**config.mk**
```make
export PLATFORM = sky130hd
export DESIGN_NAME = tx_dom_guard
export DESIGN_NICKNAME = d
export VERILOG_FILES = /design/src/rtl/tdg_pkg.sv /design/src/rtl/tdg_sync.sv /design/src/rtl/tdg_dom_timer.sv /design/src/rtl/tdg_wake_timer.sv /design/src/rtl/tx_dom_guard.sv
export SDC_FILE = /design/constraint.sdc
export NUM_CORES = 1
export LEC_CHECK = 0
export ABC_AREA = 1
export BUFFER_PORTS_ARGS = -buffer_cell sky130_fd_sc_hd__buf_2
export CAP_MARGIN = 10
export CORE_UTILIZATION = 35
export CTS_BUF_LIST = sky130_fd_sc_hd__clkbuf_16
export DETAILED_ROUTE_END_ITERATION = 7
export SLEW_MARGIN = 5
export SYNTH_ARGS = -nofsm -noshare
export SYNTH_HDL_FRONTEND = slang
export SYNTH_SLANG_ARGS = --single-unit
```
**constraint.sdc**
```tcl
create_clock -name clk -period 3.3 [get_ports clk]
set_clock_uncertainty 0.1 [all_clocks]
set_input_delay 0.825 -clock clk [delete_from_list [all_inputs] [get_ports clk]]
set_output_delay 0.825 -clock clk [all_outputs]
set_load 0.01 [all_outputs]
```
**src/rtl/tdg_pkg.sv**
```systemverilog
package tdg_pkg;
    localparam logic LVL_DOM = 1'b0;
    localparam logic LVL_REC = 1'b1;

    typedef struct packed {
        logic en;
        logic data;
    } drv_out_t;
endpackage

```
**src/rtl/tdg_sync.sv**
```systemverilog
module tdg_sync #(
    parameter int WIDTH   = 2,
    parameter int STAGES  = 2,
    parameter logic [WIDTH-1:0] RST_VAL = '1
) (
    input  logic             clk,
    input  logic             rst_n,
    input  logic [WIDTH-1:0] async_i,
    output logic [WIDTH-1:0] sync_o
);
    logic [WIDTH-1:0] stage_d [STAGES];
    logic [WIDTH-1:0] stage_q [STAGES];

    always_comb begin
        stage_d[0] = async_i;
        for (int i = 1; i < STAGES; i++) begin
            stage_d[i] = stage_q[i-1];
        end
    end

    always_ff @(posedge clk or negedge rst_n) begin
        if (!rst_n) begin
            for (int i = 0; i < STAGES; i++) stage_q[i] <= RST_VAL;
        end else begin
            for (int i = 0; i < STAGES; i++) stage_q[i] <= stage_d[i];
        end
    end

    assign sync_o = stage_q[STAGES-1];
endmodule

```
**src/rtl/tdg_dom_timer.sv**
```systemverilog
module tdg_dom_timer
    import tdg_pkg::*;
#(
    parameter int CNT_W   = 18,
    parameter int TMO_MIN = 75000,
    parameter int TMO_MAX = 175000
) (
    input  logic             clk,
    input  logic             rst_n,
    input  logic             txd_s,
    input  logic [CNT_W-1:0] timeout_i,
    output logic             fault_o,
    output logic [CNT_W-1:0] cnt_o
);
    localparam logic [CNT_W-1:0] MIN_V = CNT_W'(TMO_MIN);
    localparam logic [CNT_W-1:0] MAX_V = CNT_W'(TMO_MAX);
    localparam logic [CNT_W-1:0] SAT_V = '1;

    typedef struct packed {
        logic [CNT_W-1:0] cnt;
        logic             fault;
    } tmr_t;

    tmr_t             st_d, st_q;
    logic [CNT_W-1:0] limit;

    always_comb begin
        if (timeout_i < MIN_V)      limit = MIN_V;
        else if (timeout_i > MAX_V) limit = MAX_V;
        else                        limit = timeout_i;

        st_d = st_q;
        if (txd_s == LVL_REC) begin
            st_d.cnt   = '0;
            st_d.fault = 1'b0;
        end else begin
            if (st_q.cnt != SAT_V) st_d.cnt = st_q.cnt + 1'b1;
            if (st_q.cnt >= limit) st_d.fault = 1'b1;
        end
    end

    always_ff @(posedge clk or negedge rst_n) begin
        if (!rst_n) st_q <= '0;
        else        st_q <= st_d;
    end

    assign fault_o = st_q.fault;
    assign cnt_o   = st_q.cnt;
endmodule

```
**src/rtl/tdg_wake_timer.sv**
```systemverilog
module tdg_wake_timer #(
    parameter int WAKE_CYC = 2500
) (
    input  logic clk,
    input  logic rst_n,
    input  logic stby_s,
    output logic ready_o
);
    localparam int WK_W = $clog2(WAKE_CYC + 1);
    localparam logic [WK_W-1:0] LAST_V = WK_W'(WAKE_CYC - 1);

    typedef struct packed {
        logic [WK_W-1:0] cnt;
        logic            ready;
    } wake_t;

    wake_t st_d, st_q;

    always_comb begin
        st_d = st_q;
        if (stby_s) begin
            st_d.cnt   = '0;
            st_d.ready = 1'b0;
        end else if (!st_q.ready) begin
            if (st_q.cnt == LAST_V) st_d.ready = 1'b1;
            else                    st_d.cnt   = st_q.cnt + 1'b1;
        end
    end

    always_ff @(posedge clk or negedge rst_n) begin
        if (!rst_n) st_q <= '0;
        else        st_q <= st_d;
    end

    assign ready_o = st_q.ready;
endmodule

```
**src/rtl/tx_dom_guard.sv**
```systemverilog
module tx_dom_guard
    import tdg_pkg::*;
#(
    parameter int CNT_W       = 18,
    parameter int TMO_MIN     = 75000,
    parameter int TMO_MAX     = 175000,
    parameter int WAKE_CYC    = 2500,
    parameter int SYNC_STAGES = 2
) (
    input  logic             clk,
    input  logic             rst_n,
    input  logic             txd_i,
    input  logic             standby_i,
    input  logic [CNT_W-1:0] timeout_i,
    output logic             drv_en_o,
    output logic             drv_data_o,
    output logic             fault_o
);
    logic [1:0]       sync_out;
    logic             txd_s, stby_s, wake_ready;
    logic [CNT_W-1:0] dom_cnt;
    drv_out_t         out_d, out_q;

    tdg_sync #(.WIDTH(2), .STAGES(SYNC_STAGES), .RST_VAL(2'b11)) u_sync (
        .clk     (clk),
        .rst_n   (rst_n),
        .async_i ({standby_i, txd_i}),
        .sync_o  (sync_out)
    );

    assign txd_s  = sync_out[0];
    assign stby_s = sync_out[1];

    tdg_dom_timer #(.CNT_W(CNT_W), .TMO_MIN(TMO_MIN), .TMO_MAX(TMO_MAX)) u_dom (
        .clk       (clk),
        .rst_n     (rst_n),
        .txd_s     (txd_s),
        .timeout_i (timeout_i),
        .fault_o   (fault_o),
        .cnt_o     (dom_cnt)
    );

    tdg_wake_timer #(.WAKE_CYC(WAKE_CYC)) u_wake (
        .clk     (clk),
        .rst_n   (rst_n),
        .stby_s  (stby_s),
        .ready_o (wake_ready)
    );

    always_comb begin
        out_d.en   = !stby_s && wake_ready && !fault_o;
        out_d.data = out_d.en ? txd_s : LVL_REC;
    end

    always_ff @(posedge clk or negedge rst_n) begin
        if (!rst_n) out_q <= '{en: 1'b0, data: LVL_REC};
        else        out_q <= out_d;
    end

    assign drv_en_o   = out_q.en;
    assign drv_data_o = out_q.data;
endmodule

```
* Yosys cells after proc, flatten, opt, wreduce, memory -nomap -nowiden *
Cells that the tools add are included.

cells by class
  mux-type cells = 10
  add/sub/neg operators = 2
  equality and inequality tests = 4
  reduce and logical (&&, ||, !) cells = 7
  $lt $le $gt $ge = 3

operators with widths
  kind                   number
  $mux 18                3
  $mux 13                2
  $mux 19                1
  $add 18x1->18 const B  1
  $ge 18x18->1           1
  $gt 18x18->1 const B   1
  $lt 18x17->1 const B   1
  $ne 18x18->1 const B   1
  $add 12x1->12 const B  1
  $eq 12x12->1 const B   1
  $mux 12                1
  $ne 2x2->1 const B     2
  $reduce_bool 2->1      2
  $mux 1                 3
  $logic_and 1x1->1      2
  $logic_not 1->1        2
  $reduce_and 2->1       1

word-level totals
  logic and storage cells = 34
  output and inout port bits = 3
  input port bits = 22
  flip-flop bits (word level) = 38

* Depth between registers and ports, before layout *
  depth in word-level cells = 6
  depth in mapped cells = 18
  mapped depth without buffers = 17

* Modules after synthesis *
Synthesis repeated with hierarchy kept, for this count alone.

second synthesis, totals
  cell total of the unflattened synthesis = 418
  area total of the unflattened synthesis = 2,917.8 um^2

modules (own cells, without submodules)
  module          sequential area each (um^2)  area each (um^2)  instances  cells an instance
  tdg_dom_timer   475.5                        1,915.6           1          288
  tdg_wake_timer  325.3                        815.8             1          118
  tdg_sync        105.1                        105.1             1          4
  tx_dom_guard    51.3                         81.3              1          8

* Worst setup path after synthesis *
Ideal clock, no wire load.

  path type = input port to flip-flop
  from = input port timeout_i[14]
  to = register u_dom.st_q, in the netlist u_dom.fault_o
  buffers on the path = 1
  library setup time = 0.077 ns
  arrival = 2.430 ns
  cell stages on the path = 15
  path slack = 0.693 ns
  path through = nor2_1 > nand3_1 > or2_1 > nand2_1 > inv_2 > nand2_2 > buf_4 > nand2_1 > ha_1 > nand2_1 > nor2_1 > nand2_1 > o21bai_1 > nor2_1 > a21oi_1

on the way
  longest elaborated chain between the ends = 5
  elaborated cells on any way between the ends = 6

ends and longest elaborated chain
  item                                  line                 text
  start, declared                       tx_dom_guard.sv:14   input logic [CNT_W-1:0] timeout_i,
  $gt 18x18->1                          tdg_dom_timer.sv:29  else if (timeout_i > MAX_V) limit = MAX_V;
  $mux 18                               tdg_dom_timer.sv:29
  $mux 18 *                             tdg_dom_timer.sv:28  if (timeout_i < MIN_V) limit = MIN_V;
  $ge 18x18->1 *                        tdg_dom_timer.sv:38  if (st_q.cnt >= limit) st_d.fault = 1'b1;
  $reduce_bool 2->1 (no source line) *  --
  end signal, assigned                  tdg_dom_timer.sv:44  else st_q <= st_d;
  end, declared                         tdg_dom_timer.sv:24  tmr_t st_d, st_q;

Every way passes the cells marked *; elsewhere a longest branch is shown, timed or not.
A chain may end at the register's enable or synchronous reset.

* Final worst setup path *
  from = input port timeout_i[16]
  to = register u_dom.st_q, in the netlist u_dom.fault_o

Same word-level chain as after synthesis.

==> impl_metrics.yaml <==
run_status:
  status: "complete, no violations"
die:
  die_w_um: 92.7
  core_area_um2: 7850
  num_io_pins: 25
  initial_core_util_pct: 36.7
  die_y_um: 92.7
  die_area_um2: 8580
  row_count: 32
global_routing:
  grt_pass1_wl_mm: 11.4
  antenna_found_initial: 0
  grt_pass1_vias: 2426
  grt_usage_pct: 16.5
  grt_max_degree: 39
  gr-total-overflow: 0
synth:
  syn_inst: 423
  yosys.area.top_type: "dfrtp_1"
  synth_warnings: 0
  yosys_register_bits: 38
  synth.distinct_cells: 35
  synth_fp_nets: 465
  syn_area_um2: 2880
  ys.flop_type: "dfrtp_1"
  synthArstFlopShare_pct: 100
  ys_seq_area_share_pct: 33.3
  synth_edf_count: 0
  synth_top_area_share_pct: 28.7
  syn_avg_cell_area_um2: 6.80
  synthTopCellsByArea: "dfrtp_1 29%, nand2_1 16%, ha_1 8.7%, nand3_1 7.1%, inv_1 6.8%"
place:
  gp_congestion: 0.843
  hpwlAfterDp_mm: 5.11
  io_buffers: 24
sta:
  hold_viol_final: 0
  period_share_pct: 84.4
  tightest_slew_ns: 0.843
  rsz0062_at_grt: "no"
  tns_ns: 0
  slew-limit-headroom_pct: 43.8
  fin_crit_ns: 2.78
  slew_violations: 0
  setup_violations: 0
  max_freq_mhz: 359
setup_path:
  cp-end-kind: "flip-flop"
  start_kind: "input pin"
  path_max_fanout: 12
  r2r.worst_path.cells: 7
  crit_top_cell: "nand2_1"
  crit_chain: "buf_2, inv_1, nand2_1, nor2_1, nand3_1, nand2_1, nand2_1, inv_1, nor2_1, ha_1, nand2_1, nor2_1, nand2_1, o21bai_1, nor2_1, a21oi_1"
  required_ns: 3.40
  path_delay_family: "simple AND/OR/NAND/NOR gates"
  crit_path_top_delay_cell: "ha_1"
  path_buf_inv: 3
  cpPeakStageDelay_ns: 0.29
  critPathKind: "in -> reg"
  worstPathArrival_ns: 2.88
  cp.depth: 16
detailed_routing:
  vias_per_cell: 4.91
  ant_nets: 0
  vias: 2704
  wire_per_inst_um: 11.9
  drc_errors: 0
  drt_wl_total_mm: 6.58
  firstDrtPassIters: 4
  first_iter_violations: 164
power_and_ir_drop:
  total_power_mw: 1.14
  powerDensity_nw_per_um2: 349
  max-vdd-ir-drop_mv: 0.164
  power.leakage_nw: 1.68
finish:
  area_growth_pct: 13.1
  n_fill_cell: 852
  drive_gt1_share_pct: 14.5
  fin_nets: 491
  multiInputGateArea_um2: 1670
  final_common_cell: "nand2_1"
  ff_latch_area_um2: 957
  antenna_cells: 0
  layout_common_cells: "120 x nand2_1, 52 x inv_1, 51 x nor2_1"
job:
  max_cap_viol_count: 0
cts:
  cts_buffers: 5
  post_cts_buffers: 0
  clock-sinks: 38
  clkTransAtPathRegs_ns: 0.06
  cts_hold_buffers: 0
  post_cts_resized: 0
  cts_tree: "done"
  htree_levels: 2
  cts_buffer_depth: 2
  cts_root_buf: "clkbuf_16"
  clk_latency_ns: 0.28
worst_hold_path:
  hold_class: "reg -> reg"
  hold_path_depth: 0
## registers in the layout, indices dropped and copies added, names as in the netlist
name	count
u_wake.ready_o	1
u_dom.fault_o	1
u_wake.st_q	12
u_sync.stage_d	2
drv_en_o	1
u_dom.cnt_o	18
u_sync.sync_o	2
drv_data_o	1
## synth_stat cells (2+ instances only)
master and instances:
nand2_1 120, inv_1 52, nor2_1 51, nand3_1 41
dfrtp_1 33, ha_1 20, a21oi_1 17, nand4_1 13
nand2_2 12, o21ai_0 10, nor3_1 7, o21bai_1 7
or2_2 6, dfstp_2 5, inv_2 5, o31ai_1 3
buf_2 2, clkbuf_1 2
## cells by family after synthesis
logic type | after synthesis | share of synthesized area (%)
fa+ha+maj | 20 | 8.70
xor+xnor | 2 | 0.609
flops | 38 | 33.3
compound gates | 42 | 8.53
buf+inv | 64 | 8.83
simple gates | 257 | 40.1
## routing by layer
layer / share of wire [%] / vias up / wire length, um / track usage (%)
met3: 3.6 / 4 / 237 / 3.04
met2: 48 / 53 / 3140 / 27.1
met4: 0.46 / 0 / 30 / 2.82
li1: - / 1410 / - / -
met5: 0 / - / 0 / 0
met1: 48 / 1237 / 3180 / 22.8
## report_power, final
part           switching, mW  internal, mW  leakage, nW
registers             0.0102         0.477        0.509
logic                 0.0754        0.0428         1.09
clock network          0.182         0.350       0.0773
total                  0.268         0.869         1.68
## final cells by class
type	count	share of cell area, %
Inverter	58	6.69
Multi-Input combinational cell	321	51.2
Clock inverter	2	1.04
Tap cell	102	3.92
Timing Repair Buffer	25	3.92
Clock buffer	5	3.84
Sequential cell	38	29.4
## final timing paths
check                                        from                to  slack, ns
worst min register to register  u_sync.stage_d[1]  u_sync.sync_o[1]       0.25
worst min-delay path            u_sync.stage_d[1]  u_sync.sync_o[1]       0.25
worst max register to register     u_dom.cnt_o[0]    u_dom.cnt_o[5]       1.31
worst max-delay path                timeout_i[16]     u_dom.fault_o       0.52
max in group asynchronous                   rst_n    u_wake.st_q[8]       2.02
min in group asynchronous                   rst_n    u_wake.st_q[5]       0.55
## per-stage QoR
stage | utilization (%) | cell area [um2] | worst slack [ns] | hold slack, ns | cells
floorplan | - | 2880 | 0.693 | 0.245 | 423
global placement | 39.4 | 3100 | 0.364 | 0.247 | 544
detailed placement | 39.4 | 3100 | 0.255 | 0.247 | 544
CTS | 41.5 | 3250 | 0.527 | 0.251 | 551
global route | 41.5 | 3250 | 0.271 | 0.252 | 551
finish | 41.5 | 3250 | 0.515 | 0.249 | 551
No activity file was read; power rests on OpenSTA's default activity.
